**src/rtl/pwm_period_pkg.sv**
```systemverilog
package pwm_period_pkg;
  localparam int unsigned CNT_W  = 16;
  localparam int unsigned DATA_W = 32;
  localparam int unsigned PRE_N  = 11;  // prescaler taps 2^0..2^(PRE_N-1)
  localparam int unsigned N_LIN  = 2;   // linear dividers
  localparam int unsigned DIV_W  = 8;
  localparam int unsigned SEL_W  = 4;
endpackage

```
**src/rtl/pwm_lin_div.sv**
```systemverilog
module pwm_lin_div #(
  parameter int unsigned DIV_W = 8
) (
  input  logic             clk_i,
  input  logic             rst_ni,
  input  logic [DIV_W-1:0] factor_i,
  output logic             tick_o
);
  logic [DIV_W-1:0] cnt_q;
  logic [DIV_W:0]   cnt_inc;

  assign cnt_inc = {1'b0, cnt_q} + 1'b1;
  assign tick_o  = (factor_i != '0) && (cnt_inc >= {1'b0, factor_i});

  always_ff @(posedge clk_i or negedge rst_ni) begin
    if (!rst_ni)                            cnt_q <= '0;
    else if (factor_i == '0 || tick_o)      cnt_q <= '0;
    else                                    cnt_q <= cnt_inc[DIV_W-1:0];
  end

  AST_DIV_OFF_RESTS: assert property (@(posedge clk_i) disable iff (!rst_ni)
    (factor_i == '0) |=> (cnt_q == '0));
endmodule

```
**src/rtl/pwm_tick_sel.sv**
```systemverilog
module pwm_tick_sel #(
  parameter int unsigned PRE_N = 11,
  parameter int unsigned N_LIN = 2,
  parameter int unsigned SEL_W = 4
) (
  input  logic             clk_i,
  input  logic             rst_ni,
  input  logic [SEL_W-1:0] sel_i,
  input  logic [N_LIN-1:0] lin_tick_i,
  output logic             tick_o
);
  localparam int unsigned PRE_W = (PRE_N > 1) ? PRE_N - 1 : 1;

  logic [PRE_W-1:0] pre_q;
  logic [PRE_N-1:0] pow_tick;

  always_ff @(posedge clk_i or negedge rst_ni) begin
    if (!rst_ni) pre_q <= '0;
    else         pre_q <= pre_q + 1'b1;
  end

  // tap k fires once every 2^k cycles
  for (genvar k = 0; k < PRE_N; k++) begin : g_tap
    if (k == 0) begin : g_div1
      assign pow_tick[k] = 1'b1;
    end else begin : g_divn
      assign pow_tick[k] = &pre_q[k-1:0];
    end
  end

  always_comb begin
    tick_o = 1'b0;
    for (int k = 0; k < PRE_N; k++)
      if (sel_i == SEL_W'(k)) tick_o = pow_tick[k];
    for (int j = 0; j < N_LIN; j++)
      if (sel_i == SEL_W'(PRE_N + j)) tick_o = lin_tick_i[j];
  end

  AST_UNUSED_SEL_IDLE: assert property (@(posedge clk_i) disable iff (!rst_ni)
    (sel_i >= SEL_W'(PRE_N + N_LIN)) |-> !tick_o);
endmodule

```
**src/rtl/pwm_chan_core.sv**
```systemverilog
module pwm_chan_core #(
  parameter int unsigned CNT_W  = 16,
  parameter int unsigned DATA_W = 32
) (
  input  logic              clk_i,
  input  logic              rst_ni,
  input  logic              tick_i,
  input  logic              center_i,
  input  logic              wr_en_i,
  input  logic [DATA_W-1:0] wr_data_i,
  input  logic              wp_sw_i,
  input  logic              wp_hw_i,
  input  logic [CNT_W-1:0]  duty_i,
  output logic              pwm_o,
  output logic              period_end_o
);
  logic [CNT_W-1:0] shadow_q, prd_q, cnt_q, cnt_d;
  logic [CNT_W:0]   cnt_inc;
  logic             down_q, down_d, end_c, wr_ok;

  assign wr_ok   = wr_en_i & ~wp_sw_i & ~wp_hw_i;
  assign cnt_inc = {1'b0, cnt_q} + 1'b1;

  always_comb begin
    cnt_d  = cnt_q;
    down_d = 1'b0;
    end_c  = 1'b0;
    if (prd_q == '0) begin
      cnt_d = '0;
      end_c = 1'b1;
    end else if (!center_i) begin
      if (cnt_inc >= {1'b0, prd_q}) begin
        cnt_d = '0;
        end_c = 1'b1;
      end else begin
        cnt_d = cnt_inc[CNT_W-1:0];
      end
    end else if (down_q || cnt_q >= prd_q) begin
      // falling half; also recovers a count left above the period
      if (cnt_q <= CNT_W'(1)) begin
        cnt_d = '0;
        end_c = 1'b1;
      end else begin
        cnt_d  = cnt_q - 1'b1;
        down_d = 1'b1;
      end
    end else begin
      cnt_d  = cnt_inc[CNT_W-1:0];
      down_d = (cnt_inc >= {1'b0, prd_q});
    end
  end

  always_ff @(posedge clk_i or negedge rst_ni) begin
    if (!rst_ni) begin
      shadow_q     <= '0;
      prd_q        <= '0;
      cnt_q        <= '0;
      down_q       <= 1'b0;
      period_end_o <= 1'b0;
    end else begin
      if (wr_ok) shadow_q <= wr_data_i[CNT_W-1:0];
      period_end_o <= tick_i & end_c;
      if (tick_i) begin
        cnt_q  <= cnt_d;
        down_q <= down_d;
        if (end_c) prd_q <= shadow_q;
      end
    end
  end

  assign pwm_o = (cnt_q < duty_i);

  AST_WR_LOW_HALF: assert property (@(posedge clk_i) disable iff (!rst_ni)
    (wr_ok && wr_data_i[DATA_W-1:CNT_W] != '0) |=>
      (shadow_q == $past(wr_data_i[CNT_W-1:0])));
  AST_WP_BLOCKS: assert property (@(posedge clk_i) disable iff (!rst_ni)
    (wr_en_i && (wp_sw_i || wp_hw_i)) |=> $stable(shadow_q));
  AST_PRD_HOLD: assert property (@(posedge clk_i) disable iff (!rst_ni)
    !period_end_o |-> $stable(prd_q));
  AST_PRD_LOAD: assert property (@(posedge clk_i) disable iff (!rst_ni)
    $rose(period_end_o) |-> (prd_q == $past(shadow_q)));
  AST_CNT_ON_TICK: assert property (@(posedge clk_i) disable iff (!rst_ni)
    !tick_i |=> $stable(cnt_q));
  AST_END_AT_ZERO: assert property (@(posedge clk_i) disable iff (!rst_ni)
    period_end_o |-> (cnt_q == '0));
endmodule

```
**src/rtl/pwm_period_chan.sv**
```systemverilog
module pwm_period_chan
  import pwm_period_pkg::*;
#(
  parameter int unsigned P_CNT_W  = CNT_W,
  parameter int unsigned P_DATA_W = DATA_W,
  parameter int unsigned P_PRE_N  = PRE_N,
  parameter int unsigned P_DIV_W  = DIV_W,
  parameter int unsigned P_SEL_W  = SEL_W
) (
  input  logic                clk_i,
  input  logic                rst_ni,
  input  logic                wr_en_i,
  input  logic [P_DATA_W-1:0] wr_data_i,
  input  logic                wp_sw_i,
  input  logic                wp_hw_i,
  input  logic [P_SEL_W-1:0]  clk_sel_i,
  input  logic [P_DIV_W-1:0]  div_a_i,
  input  logic [P_DIV_W-1:0]  div_b_i,
  input  logic                center_i,
  input  logic [P_CNT_W-1:0]  duty_i,
  output logic                pwm_o,
  output logic                period_end_o
);
  localparam int unsigned NL = N_LIN;

  logic [NL-1:0]      lin_tick;
  logic [P_DIV_W-1:0] lin_factor [NL];
  logic               tick;

  assign lin_factor[0] = div_a_i;
  assign lin_factor[1] = div_b_i;

  for (genvar j = 0; j < NL; j++) begin : g_lin
    pwm_lin_div #(.DIV_W(P_DIV_W)) u_div (
      .clk_i    (clk_i),
      .rst_ni   (rst_ni),
      .factor_i (lin_factor[j]),
      .tick_o   (lin_tick[j])
    );
  end

  pwm_tick_sel #(.PRE_N(P_PRE_N), .N_LIN(NL), .SEL_W(P_SEL_W)) u_sel (
    .clk_i      (clk_i),
    .rst_ni     (rst_ni),
    .sel_i      (clk_sel_i),
    .lin_tick_i (lin_tick),
    .tick_o     (tick)
  );

  pwm_chan_core #(.CNT_W(P_CNT_W), .DATA_W(P_DATA_W)) u_core (
    .clk_i        (clk_i),
    .rst_ni       (rst_ni),
    .tick_i       (tick),
    .center_i     (center_i),
    .wr_en_i      (wr_en_i),
    .wr_data_i    (wr_data_i),
    .wp_sw_i      (wp_sw_i),
    .wp_hw_i      (wp_hw_i),
    .duty_i       (duty_i),
    .pwm_o        (pwm_o),
    .period_end_o (period_end_o)
  );
endmodule

```
**config.mk**
```make
export PLATFORM = sky130hd
export DESIGN_NAME = pwm_period_chan
export DESIGN_NICKNAME = d
export VERILOG_FILES = /design/src/rtl/pwm_period_pkg.sv /design/src/rtl/pwm_lin_div.sv /design/src/rtl/pwm_tick_sel.sv /design/src/rtl/pwm_chan_core.sv /design/src/rtl/pwm_period_chan.sv
export SDC_FILE = /design/constraint.sdc
export NUM_CORES = 1
export LEC_CHECK = 0
export ABC_AREA = 1
export BUFFER_PORTS_ARGS = -buffer_cell sky130_fd_sc_hd__buf_2
export CAP_MARGIN = 20
export CORE_ASPECT_RATIO = 1.2
export CORE_MARGIN = 2
export CORE_UTILIZATION = 65
export DETAILED_ROUTE_END_ITERATION = 8
export PLACE_DENSITY = 0.86
export REMOVE_ABC_BUFFERS = 1
export SLEW_MARGIN = 10
export SYNTH_ARGS = -nofsm -noshare
export SYNTH_HDL_FRONTEND = slang
export SYNTH_SLANG_ARGS = --single-unit
```
**constraint.sdc**
```tcl
create_clock -name clk_i -period 6.63 [get_ports clk_i]
set_input_delay 0.663 -clock clk_i [delete_from_list [all_inputs] [get_ports clk_i]]
set_output_delay 0.663 -clock clk_i [all_outputs]
set_load 0.01 [all_outputs]
```
[Yosys cells after proc, flatten, opt, wreduce, memory -nomap -nowiden]
Cells that the tools add are included.
Word-level totals
  output and inout bits: 2
  flip-flop bits (word level): 76
  input port bits: 74
  logic and storage cells: 86
Cells by class
  equal/unequal tests: 12
  muxes and demuxes: 29
  magnitude comparators: 6
  $add $sub $neg: 5
  reductions and logical operators: 21
  bitwise operators: 5
Operators with widths (count)
  $mux 16: 5
  $mux 1: 22
  $eq 4x4->1 const B: 5
  $add 8x1->9 const B: 2
  $ge 9x8->1: 2
  $add 16x1->17 const B: 1
  $ge 17x16->1: 1
  $eq 4x3->1 const B: 4
  $ge 16x16->1: 1
  $le 16x1->1 const B: 1
  $logic_not 16->1: 1
  $logic_not 8->1: 2
  $lt 16x16->1: 1
  $mux 8: 2
  $reduce_bool 8->1: 2
  $sub 16x1->16 const B: 1
  $add 10x1->10 const B: 1
  $reduce_and 10->1: 1
  $reduce_and 9->1: 1
  $eq 4x2->1 const B: 2
  $reduce_and 8->1: 1
  $reduce_and 7->1: 1
  $reduce_and 6->1: 1
  $reduce_and 5->1: 1
  other kinds (9): 16

[Depth between registers and ports, before layout]
  depth after elaboration: 15
  gate-level depth with buffers: 24
  gate-level depth less buffers: 22

[Hierarchy]
Synthesis repeated with hierarchy kept, for this count alone.
Second synthesis, totals
  cells, all modules: 851
  area, all modules: 6193.4 um^2
By module, submodules not included
  pwm_chan_core: seq. area each 1251.2 um^2, area an instance 4277.9 um^2, times used 1, cells each 605
  pwm_lin_div: seq. area each 200.2 um^2, area an instance 648.1 um^2, times used 2, cells each 86
  pwm_tick_sel: seq. area each 250.2 um^2, area an instance 619.3 um^2, times used 1, cells each 74

[Worst setup path after synthesis]
Ideal clock, no wire load.
  path type: register to register
  start point: reg u_core.cnt_q[1]
  end point: reg u_core.prd_q[14]
  required time: 6513 ps
  setup time: 117 ps
  stages on the path, launching flop included: 19
  slack: 3648 ps
  arrival: 2865 ps
  path buffers: 1
  period minus slack after synthesis: 2982 ps
  cells stage by stage: dfrtp_1 ha_1 nand3_2 inv_1 nand2_2 nor2_1 xor2_1 inv_1 ha_1 inv_1 nor3_1 inv_1 nor2_1 nand3b_1 nand4_4 nand3_4 buf_12 nand2_2 nand2_1
On the way
  longest elaborated chain between the ends: 6
  elaborated cells on any way between the ends: 11
  classes of those cells: add/sub (1); order compare (3); mux (5); reduce/logical (2)
Ends and longest elaborated chain
  from (decl): RTL line pwm_chan_core.sv:17  | logic [CNT_W-1:0] shadow_q, prd_q, cnt_q, cnt_d;
  from (signal assigned): RTL line pwm_chan_core.sv:64  | cnt_q <= cnt_d;
  $add 16x1->17 (tied with other cells): RTL line pwm_chan_core.sv:22  | assign cnt_inc = {1'b0, cnt_q} + 1'b1;
  $ge 17x16->1 (tied with other cells): RTL line pwm_chan_core.sv:32  | if (cnt_inc >= {1'b0, prd_q}) begin
  $mux 1, on equally long branches: RTL line pwm_chan_core.sv:32, pwm_chan_core.sv:38
  $mux 1 *: RTL line pwm_chan_core.sv:31  | end else if (!center_i) begin
  $mux 1 *: RTL line pwm_chan_core.sv:28  | if (prd_q == '0) begin
  $reduce_and 2->1 (no source line) *
  to (signal assigned): RTL line pwm_chan_core.sv:66  | if (end_c) prd_q <= shadow_q;
  to (decl): RTL line pwm_chan_core.sv:17
Mark *: on every way between the ends. The rest lies on a longest branch, timed or not.
A chain may end at the register's enable or synchronous reset.

[Worst setup path after layout]
  start point: reg u_core.cnt_q[1]
  end point: reg u_core.prd_q[12]
Same word-level chain as after synthesis.

==> metrics.csv <==
metric;value;unit
R2R Path End;u_core.prd_q[12];
Setup Skew;0.00972;ns
post-synthesis cell count;904;
die width;95.1;um
Worst Path Buf+Inv;2;
crit path DAT;4.20;ns
status;finished clean;
post-route cell area;0.00715;sq mm
Antenna Nets Post-Route;0;
drt total wl;14900;um
leading post-synthesis cells by cell area;dfrtp_1, ha_1, nand2_1;
worst skew pair latency;0.34;ns
Seq cells post-synth;76;
Commonest cells post-synth;nand2_1, inv_1, nor2_1;
power per cell area;448;mW/mm^2
n_diodes;0;
post-synthesis async set-or-reset flop share;100;%
Row Count;39;
clk slew on worst S/H paths;0.06;ns
placed inst area;0.00678;sq mm
DR vias;5892;
hold violation count in the final report;0;
Setup Buffers After CTS;0;
max-slew headroom at the worst pin;36.7;%
register area share after synthesis;29.4;%
num ports;76;
GPL Wtd Cong;0.936;
CP startpoint kind;flip-flop;
Max rail drop VDD;0.242;mV
clock sinks;76;
min-delay worst type;primary input to async pin;
crit-path max cell delay;0.50;ns
Crit-path slowest cell;dfrtp_1;
Crit path max-delay family;simple AND/OR/NAND/NOR gates;
RSZ-0062 raised after global routing;no;
CTS Buffer Depth;2;
Ys Warns;0;
number of port buffers;59;
actual slew at the worst max-slew pin;0.950;ns
Starting Density;67.4;%
Max H-tree Level;3;
final worst-path cycle share;60.0;%
HPWL Detailed;11200;um
vias in the first global route;5700;
CTS resizes;0;
Crit Path Class;flip-flop to flip-flop;
area leader, netlist;dfrtp_1;
gr ovfl total;0;
max-slew violations;0;
predominant post-synthesis flop cell;dfrtp_1;
Avg Cell Area, Syn;7.16;sq um
initial DRC count;296;
# hold bufs at CTS;0;
setup violators final;0;
FF-to-FF setup slack;2.66;ns
Required @ worst endpoint;6.85;ns
area delta synth->final;10.5;%
DIE AREA;0.0108;sq mm
first-pass GRT wire length;25300;um
CP max FO;19;
r2r startpoint;u_core.cnt_q[1];
CP cell instances;ha_1 -> nand3_2 -> inv_1 -> nand2_2 -> nor2_1 -> xor2_1 -> inv_1 -> ha_1 -> nand4_1 -> nor4_1 -> nand2_1 -> nand4_4 -> nand3_4 -> nand2_2 -> nand2_1;
CTS root buffer;clkbuf_16;
Final min period;3.97;ns
layout cells sized above 1;13.1;%
CTS tree;yes;
detailed-route DRC error count;0;
maxcap violations;0;
Synth Cell Area;0.00648;sq mm
setup TNS;0;ns
initial antenna violation count;0;
drt pass-1 iters;5;
Via density;5.47;
CTS buffer count;9;
top-count cell post-synth;nand2_1;
nets;1096;
per-cell routed wire length;13.8;um
Max Fclk;0.252;GHz
Post-synth EDFFs;0;
Yosys top cell area share;29.4;%
largest net degree at the start of global routing;77;
core footprint;0.00961;sq mm
final worst setup slack;2.66;ns
Pleak;3.97;nW
Reg2Reg Depth;15;
die boundary height;113;um
pre-CTS WS;2.72;ns
gr usage total;29.7;%
CP Capture Type;flip-flop;
Yosys cell types;40;
layout make-up:
class | instances | area, sq um
tap | 123 | 154
timing repair buffer | 61 | 313
fill | 766 | 2460
clock buffer | 9 | 225
sequential | 76 | 1900
multi-input combinational | 653 | 3850
clock inverter | 7 | 146
inverter | 149 | 559
cell usage in the layout, fill, tap and decap left out, types with 4 or more instances in the layout:
| cell | n |
|---|---|
| bufinv_16 | 4 |
| a21oi_1 | 37 |
| nand3_1 | 69 |
| dfrtp_1 | 76 |
| mux2_2 | 16 |
| nor3_1 | 10 |
| nor2_1 | 107 |
| nor4_1 | 5 |
| nand4_1 | 42 |
| clkbuf_16 | 9 |
| nand2_1 | 201 |
| inv_1 | 147 |
| xor2_1 | 27 |
| o211ai_1 | 11 |
| ha_1 | 72 |
| o21ai_0 | 16 |
| nand2_2 | 15 |
| buf_2 | 58 |
worst max-delay path by stage:
| stage | startpoint | to | depth (start not counted) |
|---|---|---|---|
| 2_1_floorplan | u_core.cnt_q[1] | u_core.prd_q[0] | 15 |
| 3_3_place_gp | u_core.cnt_q[0] | u_core.prd_q[6] | 15 |
| 3_5_place_dp | u_core.cnt_q[1] | u_core.prd_q[6] | 15 |
| 4_1_cts | u_core.cnt_q[1] | u_core.prd_q[12] | 15 |
| 5_1_grt | u_core.cnt_q[1] | u_core.prd_q[6] | 15 |
| 6_report | u_core.cnt_q[1] | u_core.prd_q[12] | 15 |
state kept, by name (all words and copies together), names as in the netlist:
name / cells
u_core.shadow_q: 16
u_core.cnt_q: 16
g_lin.u_div.cnt_q: 16
u_core.down_q: 1
u_sel.pre_q: 10
u_core.period_end_o: 1
u_core.prd_q: 16
worst reg2reg max path, delay by kind of cell, from the launching register on:
family / cells / cell delay (ns)
AND/OR/NAND/NOR: 10 / 2.23
adder cells (fa/ha/maj): 2 / 0.58
flip-flops: 1 / 0.50
XOR/XNOR: 1 / 0.29
buffers and inverters: 2 / 0.25
kinds of logic after synthesis:
family | Yosys count | share of synthesized area, %
AO/OA/AOI/OAI | 71 | 6.36
XOR/XNOR | 30 | 4.06
adder cells (fa/ha/maj) | 72 | 13.9
buffers and inverters | 175 | 11.1
flip-flops | 76 | 29.4
multiplexers | 16 | 2.78
AND/OR/NAND/NOR | 464 | 32.4
routing by layer:
layer	vias to the layer above	GRT usage (%)	routed length [um]
met5	-	0	0
met4	0	12.6	381
met3	39	5.13	693
met2	169	52.8	7650
met1	2666	34.7	6190
li1	3018	-	-
stage by stage:
step / cells / hold slack, ns / utilization [%] / power [mW]
global placement: 1062 / 0.456 / 70.6 / 2.51
CTS: 1078 / 0.470 / 74.4 / 3.20
finish: 1078 / 0.457 / 74.4 / 3.20
global route: 1078 / 0.486 / 74.4 / 3.53
detailed placement: 1062 / 0.462 / 70.6 / 2.56
floorplan: 878 / 0.367 / - / 2.12
power breakdown:
part	total, mW	internal (mW)	switching (mW)
logic	1.74	0.659	1.08
clock network	0.607	0.408	0.199
registers	0.860	0.617	0.243
total	3.20	1.69	1.52
(Power assumes the default switching activity.)
